==> src/rtl/spi_byte_pkg.sv <==
package spi_byte_pkg;

   // Clock mode of one transfer, latched at start
   typedef struct packed {
      logic cpol;
      logic cpha;
   } spi_mode_t;

endpackage

==> src/rtl/spi_div_tick.sv <==
// Half-period prescaler: tick every 2^code cycles while running
module spi_div_tick #(
   parameter int CODE_W = 4
) (
   input  logic              clk_i,
   input  logic              rst_ni,
   input  logic              clear_i,
   input  logic              run_i,
   input  logic [CODE_W-1:0] code_i,
   output logic              tick_o
);
   localparam int CNT_W = (1 << CODE_W) - 1;

   logic [CNT_W-1:0] cnt_q;
   logic [CNT_W-1:0] limit;

   always_comb begin
      limit  = {CNT_W{1'b1}} >> (CNT_W - int'(code_i));
      tick_o = run_i && (cnt_q == limit);
   end

   always_ff @(posedge clk_i or negedge rst_ni) begin
      if (!rst_ni) begin
         cnt_q <= '0;
      end else if (clear_i) begin
         cnt_q <= '0;
      end else if (run_i) begin
         cnt_q <= tick_o ? '0 : cnt_q + 1'b1;
      end
   end
endmodule

==> src/rtl/spi_edge_seq.sv <==
// Serial clock edge sequencer: 2*DATA_W edges plus one trailing half period
module spi_edge_seq #(
   parameter int DATA_W = 8
) (
   input  logic clk_i,
   input  logic rst_ni,
   input  logic load_i,
   input  logic cpol_i,
   input  logic cpha_i,
   input  logic tick_i,
   output logic sclk_o,
   output logic busy_o,
   output logic sample_o,
   output logic drive_o
);
   localparam int EDGES = 2 * DATA_W;
   localparam int EC_W  = $clog2(EDGES + 1);

   logic [EC_W-1:0] edge_q;
   logic            busy_q;
   logic            sclk_q;
   logic            edge_now;

   always_comb begin
      edge_now = busy_q && tick_i && (edge_q != EC_W'(EDGES));
      sample_o = edge_now && (edge_q[0] == cpha_i);
      drive_o  = edge_now && (edge_q[0] != cpha_i);
   end

   always_ff @(posedge clk_i or negedge rst_ni) begin
      if (!rst_ni) begin
         edge_q <= '0;
         busy_q <= 1'b0;
         sclk_q <= 1'b0;
      end else if (!busy_q) begin
         sclk_q <= cpol_i;
         if (load_i) begin
            busy_q <= 1'b1;
            edge_q <= '0;
         end
      end else if (tick_i) begin
         if (edge_q == EC_W'(EDGES)) begin
            busy_q <= 1'b0;
         end else begin
            sclk_q <= ~sclk_q;
            edge_q <= edge_q + 1'b1;
         end
      end
   end

   assign sclk_o = sclk_q;
   assign busy_o = busy_q;
endmodule

==> src/rtl/spi_shifter.sv <==
// Transmit and receive shift registers with selectable bit order
module spi_shifter #(
   parameter int DATA_W    = 8,
   parameter bit MSB_FIRST = 1'b1
) (
   input  logic              clk_i,
   input  logic              rst_ni,
   input  logic              load_i,
   input  logic [DATA_W-1:0] tx_i,
   input  logic              cpha_i,
   input  logic              sample_i,
   input  logic              drive_i,
   input  logic              miso_i,
   output logic              mosi_o,
   output logic [DATA_W-1:0] rx_o
);
   logic [DATA_W-1:0] tx_q;
   logic [DATA_W-1:0] rx_q;
   logic              mosi_q;
   logic              load_head;
   logic [DATA_W-1:0] load_rest;
   logic              tx_head;
   logic [DATA_W-1:0] tx_rest;
   logic [DATA_W-1:0] rx_next;

   generate
      if (MSB_FIRST) begin : g_msb
         assign load_head = tx_i[DATA_W-1];
         assign load_rest = {tx_i[DATA_W-2:0], 1'b0};
         assign tx_head   = tx_q[DATA_W-1];
         assign tx_rest   = {tx_q[DATA_W-2:0], 1'b0};
         assign rx_next   = {rx_q[DATA_W-2:0], miso_i};
      end else begin : g_lsb
         assign load_head = tx_i[0];
         assign load_rest = {1'b0, tx_i[DATA_W-1:1]};
         assign tx_head   = tx_q[0];
         assign tx_rest   = {1'b0, tx_q[DATA_W-1:1]};
         assign rx_next   = {miso_i, rx_q[DATA_W-1:1]};
      end
   endgenerate

   always_ff @(posedge clk_i or negedge rst_ni) begin
      if (!rst_ni) begin
         tx_q   <= '0;
         rx_q   <= '0;
         mosi_q <= 1'b0;
      end else begin
         if (load_i) begin
            if (!cpha_i) begin
               mosi_q <= load_head;
               tx_q   <= load_rest;
            end else begin
               tx_q   <= tx_i;
            end
         end else if (drive_i) begin
            mosi_q <= tx_head;
            tx_q   <= tx_rest;
         end
         if (sample_i) begin
            rx_q <= rx_next;
         end
      end
   end

   assign mosi_o = mosi_q;
   assign rx_o   = rx_q;
endmodule

==> src/rtl/spi_byte_engine.sv <==
// One-byte full-duplex SPI engine, clock divided by 2^(code+1)
module spi_byte_engine
   import spi_byte_pkg::*;
#(
   parameter int DATA_W     = 8,
   parameter int DIV_CODE_W = 4,
   parameter bit MSB_FIRST  = 1'b1
) (
   input  logic              clk_i,
   input  logic              rst_ni,
   input  logic              start_i,
   input  logic [DATA_W-1:0] tx_byte_i,
   input  logic [DIV_CODE_W-1:0] div_code_i,
   input  logic              cpol_i,
   input  logic              cpha_i,
   input  logic              miso_i,
   output logic              busy_o,
   output logic [DATA_W-1:0] rx_byte_o,
   output logic              sclk_o,
   output logic              mosi_o
);
   generate
      if (DATA_W < 2) begin : g_bad_width
         $error("spi_byte_engine: DATA_W must be at least 2");
      end
      if (DIV_CODE_W < 1 || DIV_CODE_W > 5) begin : g_bad_code
         $error("spi_byte_engine: DIV_CODE_W must lie in 1..5");
      end
   endgenerate

   spi_mode_t             mode_q;
   logic [DIV_CODE_W-1:0] div_q;
   logic                  busy;
   logic                  accept;
   logic                  div_tick;
   logic                  smp;
   logic                  drv;

   assign accept = start_i && !busy;

   always_ff @(posedge clk_i or negedge rst_ni) begin
      if (!rst_ni) begin
         mode_q <= '0;
         div_q  <= '0;
      end else if (accept) begin
         mode_q <= '{cpol: cpol_i, cpha: cpha_i};
         div_q  <= div_code_i;
      end
   end

   spi_div_tick #(.CODE_W(DIV_CODE_W)) u_div (
      .clk_i   (clk_i),
      .rst_ni  (rst_ni),
      .clear_i (accept),
      .run_i   (busy),
      .code_i  (div_q),
      .tick_o  (div_tick)
   );

   spi_edge_seq #(.DATA_W(DATA_W)) u_seq (
      .clk_i    (clk_i),
      .rst_ni   (rst_ni),
      .load_i   (accept),
      .cpol_i   (cpol_i),
      .cpha_i   (mode_q.cpha),
      .tick_i   (div_tick),
      .sclk_o   (sclk_o),
      .busy_o   (busy),
      .sample_o (smp),
      .drive_o  (drv)
   );

   spi_shifter #(.DATA_W(DATA_W), .MSB_FIRST(MSB_FIRST)) u_shift (
      .clk_i    (clk_i),
      .rst_ni   (rst_ni),
      .load_i   (accept),
      .tx_i     (tx_byte_i),
      .cpha_i   (cpha_i),
      .sample_i (smp),
      .drive_i  (drv),
      .miso_i   (miso_i),
      .mosi_o   (mosi_o),
      .rx_o     (rx_byte_o)
   );

   assign busy_o = busy;
endmodule

==> config.mk <==
export PLATFORM = sky130hd
export DESIGN_NAME = spi_byte_engine
export DESIGN_NICKNAME = d
export VERILOG_FILES = /design/src/rtl/spi_byte_pkg.sv /design/src/rtl/spi_div_tick.sv /design/src/rtl/spi_edge_seq.sv /design/src/rtl/spi_shifter.sv /design/src/rtl/spi_byte_engine.sv
export SDC_FILE = /design/constraint.sdc
export NUM_CORES = 1
export LEC_CHECK = 0
export ABC_CLOCK_PERIOD_IN_PS = 2700
export BUFFER_PORTS_ARGS = -buffer_cell sky130_fd_sc_hd__buf_4
export CAP_MARGIN = 30
export CORE_MARGIN = 2
export CORE_UTILIZATION = 58
export CTS_BUF_LIST = sky130_fd_sc_hd__clkbuf_4 sky130_fd_sc_hd__clkbuf_8
export DETAILED_ROUTE_END_ITERATION = 6
export PLACE_DENSITY = 0.83
export SLEW_MARGIN = 20
export SYNTH_ARGS = -nofsm -noshare
export SYNTH_HDL_FRONTEND = slang
export SYNTH_SLANG_ARGS = --single-unit
export TNS_END_PERCENT = 100
==> constraint.sdc <==
create_clock -name clk_i -period 2.7 [get_ports clk_i]
set_input_delay 0.405 -clock clk_i [delete_from_list [all_inputs] [get_ports clk_i]]
set_output_delay 0.405 -clock clk_i [all_outputs]
set_load 0.01 [all_outputs]
Word level (Yosys, flattened, before mapping). Index checks and enable logic that the tools add are counted.

Bitwise gates (word level): 1. Equality and inequality tests: 8. Reduce and logical (&&, ||, !) cells: 12. Shift-type cells: 1. Order comparisons: 0. $add $sub $neg: 3. Muxes and demuxes: 20. Div/mod/pow operators: 0. $mul: 0.

Operators with widths (number): 15-bit 2-to-1 mux (3); 15-bit by 32-bit right shift with 15-bit output (first input constant) (1); 8-bit 2-to-1 mux (3); 5-bit 2-to-1 mux (4); 15-bit by 1-bit adder with 15-bit output (second input constant) (1); 15-bit == test (1); 1-bit 2-to-1 mux (10); 1-bit logical AND (6); 2-bit inequality test (second input constant) (3); 5-bit by 1-bit adder with 5-bit output (second input constant) (1); 5-bit == test (second input constant) (1); 5-bit inequality test (second input constant) (1); 4-bit by 4-bit subtractor with 5-bit output (first input constant) (1); 2-bit AND reduction (2); 2-bit nonzero test (2); 3-bit AND reduction (1); 1-bit == test (1); 1-bit logical NOT (1); 1-bit inequality test (1); 1-bit inverter (1).

Memories: 0. Memory bits (writable): 0. Latch bits: 0. Register bits: 44. Memory bits (read-only): 0. Bits of input ports: 18.

Depth between registers and ports, before layout.
Depth in word-level cells: 9. Gate-level depth with buffers: 10.

Modules after synthesis. A second synthesis with hierarchy kept.

Cells, all modules: 273. Area total of the unflattened synthesis: 2756.4 um^2.

By module, submodules not included: spi_div_tick (cells an instance 160, instances 1, seq. area each 375.4 um^2, area each 1290.0 um^2); spi_shifter (cells an instance 56, instances 1, seq. area each 425.4 um^2, area each 817.0 um^2); spi_edge_seq (cells an instance 45, instances 1, seq. area each 175.2 um^2, area each 424.2 um^2); spi_byte_engine (cells an instance 12, instances 1, seq. area each 125.1 um^2, area each 225.2 um^2).

Least setup slack after synthesis. No wires, ideal clock.

Path type: register to register. From: register div_q[2]. To: register u_shift.rx_q[0], in the netlist u_shift.rx_o[0]. Cell stages (with the launch flop): 7. Arrival time: 2043 ps. Slack: 532 ps. Required time: 2575 ps. Cell sequence: dfrtp_1 -> or2_1 -> a221o_1 -> a211oi_2 -> o211ai_4 -> nor3_4 -> mux2_2.

Cells in the longest elaborated chain, start to end: 7.

Ends and longest elaborated chain: from (decl) (line spi_byte_engine.sv:32) `logic [DIV_CODE_W-1:0] div_q;`; from (signal assigned) (line spi_byte_engine.sv:47) `div_q <= div_code_i;`; 4-bit by 4-bit subtractor with 5-bit output (line spi_div_tick.sv:18) `limit = {CNT_W{1'b1}} >> (CNT_W - int'(code_i));`; 15-bit by 32-bit right shift with 15-bit output (line spi_div_tick.sv:18); 15-bit == test (line spi_div_tick.sv:19) `tick_o = run_i && (cnt_q == limit);`; 1-bit logical AND (line spi_div_tick.sv:19); 1-bit logical AND (2 in a row) (line spi_edge_seq.sv:25) `edge_now = busy_q && tick_i && (edge_q != EC_W'(EDGES));`; 1-bit logical AND (line spi_edge_seq.sv:26) `sample_o = edge_now && (edge_q[0] == cpha_i);`; to (signal assigned) (line spi_shifter.sv:60) `rx_q <= rx_next;`; to (decl) (line spi_shifter.sv:18) `logic [DATA_W-1:0] rx_q;`.

No other way between the ends. A chain may end at the register's enable or synchronous reset.

Worst setup path after layout.
From: register div_q[2]. To: register u_shift.tx_q[5].

Cells in the longest elaborated chain, start to end: 8.

Ends and longest elaborated chain: 4-bit by 4-bit subtractor with 5-bit output (line spi_div_tick.sv:18); 15-bit by 32-bit right shift with 15-bit output (line spi_div_tick.sv:18); 15-bit == test (line spi_div_tick.sv:19); 1-bit logical AND (line spi_div_tick.sv:19); 1-bit logical AND (2 in a row) (line spi_edge_seq.sv:25); 1-bit logical AND (line spi_edge_seq.sv:27) `drive_o = edge_now && (edge_q[0] != cpha_i);`; 2-bit nonzero test (no line); to (signal assigned) (line spi_shifter.sv:51) `tx_q <= load_rest;`; to (signal assigned) (line spi_shifter.sv:53) `tx_q <= tx_i;`; to (signal assigned) (line spi_shifter.sv:57) `tx_q <= tx_rest;`; to (decl) (line spi_shifter.sv:17) `logic [DATA_W-1:0] tx_q;`.

No other way between the ends.

==> report_table.html <==
<table>
<tr><th>Metric</th><th>Value</th></tr>
<tr><th colspan="2">Setup path</th></tr>
<tr><td>Worst endpoint required time</td><td>2.91 ns</td></tr>
<tr><td>Crit path launch type</td><td>flop</td></tr>
<tr><td>Sort of element at the end of the critical path</td><td>flop</td></tr>
<tr><td>Critical path class</td><td>flop to flop</td></tr>
<tr><td>Arrival @ worst endpoint</td><td>2.77 ns</td></tr>
<tr><td>Highest fanout seen on the critical path</td><td>16</td></tr>
<tr><th colspan="2">Floorplanning</th></tr>
<tr><td>Starting utilization of the core area</td><td>60.0%</td></tr>
<tr><td>Area of the die</td><td>5460 µm²</td></tr>
<tr><td>Core Area</td><td>4720 µm²</td></tr>
<tr><td>Floorplan die width</td><td>73.9 µm</td></tr>
<tr><td>I/O pins</td><td>29</td></tr>
<tr><td>Die span in y</td><td>73.9 µm</td></tr>
<tr><td>Number of standard-cell rows in the floorplan</td><td>25</td></tr>
<tr><th colspan="2">Synthesis</th></tr>
<tr><td>Ys async rst share</td><td>100%</td></tr>
<tr><td>Post-synth top area cell</td><td>sky130_fd_sc_hd__dfrtp_1</td></tr>
<tr><td>Mean Syn Cell Area</td><td>8.57 µm²</td></tr>
<tr><td>Mapped Nets</td><td>352</td></tr>
<tr><td>Number of library cell types mapped by synthesis</td><td>56</td></tr>
<tr><td>Post-synth top flop</td><td>sky130_fd_sc_hd__dfrtp_1</td></tr>
<tr><td>Gate Count Post-Synth</td><td>331</td></tr>
<tr><td>Summed instance area of the synthesized netlist</td><td>2840 µm²</td></tr>
<tr><td>Main area contributors after synthesis</td><td>sky130_fd_sc_hd__dfrtp_1 (39%), sky130_fd_sc_hd__o211ai_1 (7.4%), sky130_fd_sc_hd__nand2_1 (7.0%)</td></tr>
<tr><td>Post-synth EDFFs</td><td>0</td></tr>
<tr><td>Share of the yosys chip area belonging to registers</td><td>38.8%</td></tr>
<tr><td>Top-area cell type share of the netlist area</td><td>38.8%</td></tr>
<tr><td>Warnings from Yosys</td><td>0</td></tr>
<tr><td>Number of storage elements in the synthesis netlist</td><td>44</td></tr>
<tr><th colspan="2">Global routing</th></tr>
<tr><td>Vias in the first global route</td><td>2367</td></tr>
<tr><td>Total routing resource utilization after global routing</td><td>25.1%</td></tr>
<tr><td>Wire length of the first global-routing pass</td><td>10.9 mm</td></tr>
<tr><td>Largest net degree at the start of global routing</td><td>45</td></tr>
<tr><td>Aggregate global routing overflow</td><td>0</td></tr>
<tr><td>Number of antenna violations at the first check in global routing</td><td>0</td></tr>
<tr><th colspan="2">STA</th></tr>
<tr><td>Final critical-path required period</td><td>2.56 ns</td></tr>
<tr><td>Fmax achieved</td><td>391 MHz</td></tr>
<tr><td>Tcrit/Tclk final</td><td>94.7%</td></tr>
<tr><td>Clock Skew</td><td>0.00420 ns</td></tr>
<tr><td>Setup repair after global routing missed its margin</td><td>false</td></tr>
<tr><td>Final hold vios</td><td>0</td></tr>
<tr><td>Final-report max-slew violation count</td><td>0</td></tr>
<tr><td>Transition time of the tightest slew-check pin</td><td>0.696 ns</td></tr>
<tr><td>Slew Limit Headroom</td><td>53.2%</td></tr>
<tr><td>Count of final setup violators</td><td>0</td></tr>
<tr><td>Total negative slack</td><td>0 ns</td></tr>
<tr><th colspan="2">Placed design</th></tr>
<tr><td>HPWL after detailed placement</td><td>4.38 mm</td></tr>
<tr><td>Count of placed standard cells including taps</td><td>408</td></tr>
<tr><td>Gpl congestion</td><td>0.883</td></tr>
<tr><td>Count of port buffers added during placement</td><td>28</td></tr>
<tr><th colspan="2">Cells and area</th></tr>
<tr><td>Antenna diode instance count</td><td>0</td></tr>
<tr><td>Number of nets in the finished design</td><td>371</td></tr>
<tr><td>Share of post-route cells with drive strength above 1</td><td>20.0%</td></tr>
<tr><td>Area grow syn2layout</td><td>12.6%</td></tr>
<tr><td>Core occupancy in the finished layout</td><td>67.6%</td></tr>
<tr><td>Post-route insts no fill</td><td>417</td></tr>
<tr><th colspan="2">Clock tree</th></tr>
<tr><td>Clock buffer depth</td><td>2</td></tr>
<tr><td>Clock-pin slew on the worst setup and hold paths</td><td>0.08 ns</td></tr>
<tr><td>Clock latency reported for the late side of the worst-skew pair</td><td>0.29 ns</td></tr>
<tr><td>Total number of H-tree levels</td><td>2</td></tr>
<tr><td>TritonCTS Buffers</td><td>5</td></tr>
<tr><td>Number of buffers added to fix hold violations after cts</td><td>0</td></tr>
<tr><td>Clock root cell</td><td>sky130_fd_sc_hd__clkbuf_8</td></tr>
<tr><td>Total number of clock tree sinks</td><td>44</td></tr>
<tr><td>CTS tree</td><td>built</td></tr>
<tr><th colspan="2">Power and ir drop</th></tr>
<tr><td>Largest voltage drop on the vdd net</td><td>0.392 mV</td></tr>
<tr><td>Cell area power density</td><td>591 nW/µm²</td></tr>
<tr><td>Leak</td><td>1.37 nW</td></tr>
<tr><th colspan="2">Route</th></tr>
<tr><td>First-iteration detailed-routing DRC count</td><td>238</td></tr>
<tr><td>DR vias</td><td>2575</td></tr>
<tr><td>Count of nets left with antenna violations after detail routing</td><td>0</td></tr>
<tr><td>Number of vias per cell after detailed routing</td><td>6.18</td></tr>
<tr><td>DRC errors left</td><td>0</td></tr>
<tr><td>Routed wire per std cell</td><td>15.5 µm</td></tr>
<tr><td>Drt first pass iters</td><td>5</td></tr>
<tr><td>Wire length after detailed routing</td><td>6.46 mm</td></tr>
<tr><th colspan="2">Status</th></tr>
<tr><td>Result of the run</td><td>finished clean</td></tr>
<tr><th colspan="2">Flow run</th></tr>
<tr><td>Max-cap violations</td><td>0</td></tr>
<tr><th colspan="2">Worst hold path</th></tr>
<tr><td>Worst Hold Class</td><td>primary input to async pin</td></tr>
</table>
-- cell type report --
| cell class | instances | area [µm²] |
|---|---|---|
| inverter | 13 | 48.8 |
| fill | 403 | 1530 |
| multi-input combinational | 246 | 1580 |
| sequential | 44 | 1100 |
| clock buffer | 5 | 68.8 |
| clock inverter | 2 | 12.5 |
| timing repair buffer | 40 | 300 |
| tap | 67 | 83.8 |
-- worst paths after layout --
| check | slack [ns] | startpoint | to | cells past startpoint |
|---|---|---|---|---|
| setup / recovery | 0.14 | div_q[2] | u_shift.tx_q[5] | 8 |
| hold / removal | 0.1 | rst_ni | u_shift.mosi_o | 1 |
| setup reg to reg | 0.14 | div_q[2] | u_shift.tx_q[5] | 8 |
| hold reg to reg | 0.52 | u_shift.rx_o[7] | u_shift.rx_o[7] | 1 |
| max in group asynchronous | 2.19 | rst_ni | div_q[3] | 1 |
| min in group clk_i | 0.30 | div_code_i[1] | div_q[1] | 3 |
-- layout by cell type, fill, tap and decap left out, types with 2 or more instances in the layout --
cell	n
sky130_fd_sc_hd__or4_1	9
sky130_fd_sc_hd__mux2_2	8
sky130_fd_sc_hd__mux2i_1	2
sky130_fd_sc_hd__nor2b_1	3
sky130_fd_sc_hd__nand4_1	3
sky130_fd_sc_hd__nand2_1	53
sky130_fd_sc_hd__buf_4	40
sky130_fd_sc_hd__nor3_1	8
sky130_fd_sc_hd__nand4b_1	2
sky130_fd_sc_hd__or2_2	2
sky130_fd_sc_hd__a21oi_1	4
sky130_fd_sc_hd__o311a_1	2
sky130_fd_sc_hd__nand2b_1	11
sky130_fd_sc_hd__and3_1	5
sky130_fd_sc_hd__xnor2_1	2
sky130_fd_sc_hd__o311ai_0	8
sky130_fd_sc_hd__clkbuf_8	5
sky130_fd_sc_hd__a31oi_1	5
sky130_fd_sc_hd__or3_1	5
sky130_fd_sc_hd__dfrtp_1	43
sky130_fd_sc_hd__nor2_1	17
sky130_fd_sc_hd__ha_1	3
sky130_fd_sc_hd__a221o_1	2
sky130_fd_sc_hd__nor4_1	2
sky130_fd_sc_hd__inv_1	12
sky130_fd_sc_hd__o211ai_1	28
sky130_fd_sc_hd__nand3_1	22
sky130_fd_sc_hd__nor3_4	2
sky130_fd_sc_hd__o21ai_0	15
-- cell families (layout without fill, tap and decap cells) --
logic type               Yosys count  count (layout)  share of synthesized area [%]
AND/OR/NAND/NOR                  147             148                           26.7
AO/OA/AOI/OAI                     83              83                           22.2
multiplexers                      10              10                           3.88
XOR/XNOR                           2               2                          0.618
buffers and inverters             42              60                           6.44
adder cells (fa/ha/maj)            3               3                           1.32
flip-flops                        44              44                           38.8
-- critical path, stage by stage (launching register included) --
cell and delay [ns]:
sky130_fd_sc_hd__dfrtp_1 0.45, sky130_fd_sc_hd__buf_4 0.21, sky130_fd_sc_hd__and3_1 0.22, sky130_fd_sc_hd__o21ai_0 0.12
sky130_fd_sc_hd__a21oi_2 0.31, sky130_fd_sc_hd__nand4b_4 0.26, sky130_fd_sc_hd__buf_4 0.28, sky130_fd_sc_hd__or4_1 0.53
sky130_fd_sc_hd__o211ai_1 0.10
-- flip-flops by register name (all words and copies together) (netlist names) --
name and cells:
u_seq.edge_q 5, u_shift.mosi_o 1, u_div.cnt_q 15, div_q 4, u_shift.tx_q 8, mode_q 1
u_shift.rx_o 8, u_seq.busy_o 1, u_seq.sclk_o 1
-- power by group --
part	switching [mW]	internal, mW	total, mW
clock network	0.221	0.175	0.397
registers	0.170	0.761	0.931
logic	0.320	0.240	0.560
-- Yosys cell counts, types with 3 or more instances --
library cell,count
sky130_fd_sc_hd__nand2_1,53
sky130_fd_sc_hd__dfrtp_1,44
sky130_fd_sc_hd__o211ai_1,28
sky130_fd_sc_hd__nand3_1,22
sky130_fd_sc_hd__clkbuf_1,18
sky130_fd_sc_hd__nor2_1,17
sky130_fd_sc_hd__o21ai_0,15
sky130_fd_sc_hd__inv_1,12
sky130_fd_sc_hd__nand2b_1,11
sky130_fd_sc_hd__or4_1,9
sky130_fd_sc_hd__mux2_2,8
sky130_fd_sc_hd__nor3_1,8
sky130_fd_sc_hd__o311ai_0,8
sky130_fd_sc_hd__a31oi_1,5
sky130_fd_sc_hd__and3_1,5
sky130_fd_sc_hd__buf_2,5
sky130_fd_sc_hd__or3_1,5
sky130_fd_sc_hd__a21oi_1,4
sky130_fd_sc_hd__buf_1,3
sky130_fd_sc_hd__ha_1,3
sky130_fd_sc_hd__nand4_1,3
sky130_fd_sc_hd__nor2b_1,3
-- timing repair --
action,CTS,global route
setup endpoints to repair,0,21
setup buffers,0,1
gates resized for setup,0,3
-- metal layers --
metal | wire length, µm | global-route usage (%) | vias up | part of all wire, %
li1 | - | - | 1256 | -
met1 | 2840 | 34.9 | 1232 | 44
met2 | 3160 | 42.1 | 83 | 49
met3 | 429 | 3.43 | 4 | 6.6
met4 | 30 | 5.66 | 0 | 0.46
met5 | 0 | 0 | - | 0
-- metrics by stage --
| stage | total power, mW | instance area [µm²] | setup WS [ns] | hold WS (ns) |
|---|---|---|---|---|
| floorplan | 1.30 | 2840 | 0.532 | 0.109 |
| global placement | 1.43 | 3080 | 0.244 | 0.430 |
| detailed placement | 1.46 | 3080 | 0.117 | 0.438 |
| CTS | 1.85 | 3160 | 0.116 | 0.123 |
| global route | 2.00 | 3190 | 0.0200 | 0.135 |
| finish | 1.89 | 3190 | 0.144 | 0.0999 |
No activity file was read; power rests on OpenSTA's default activity.
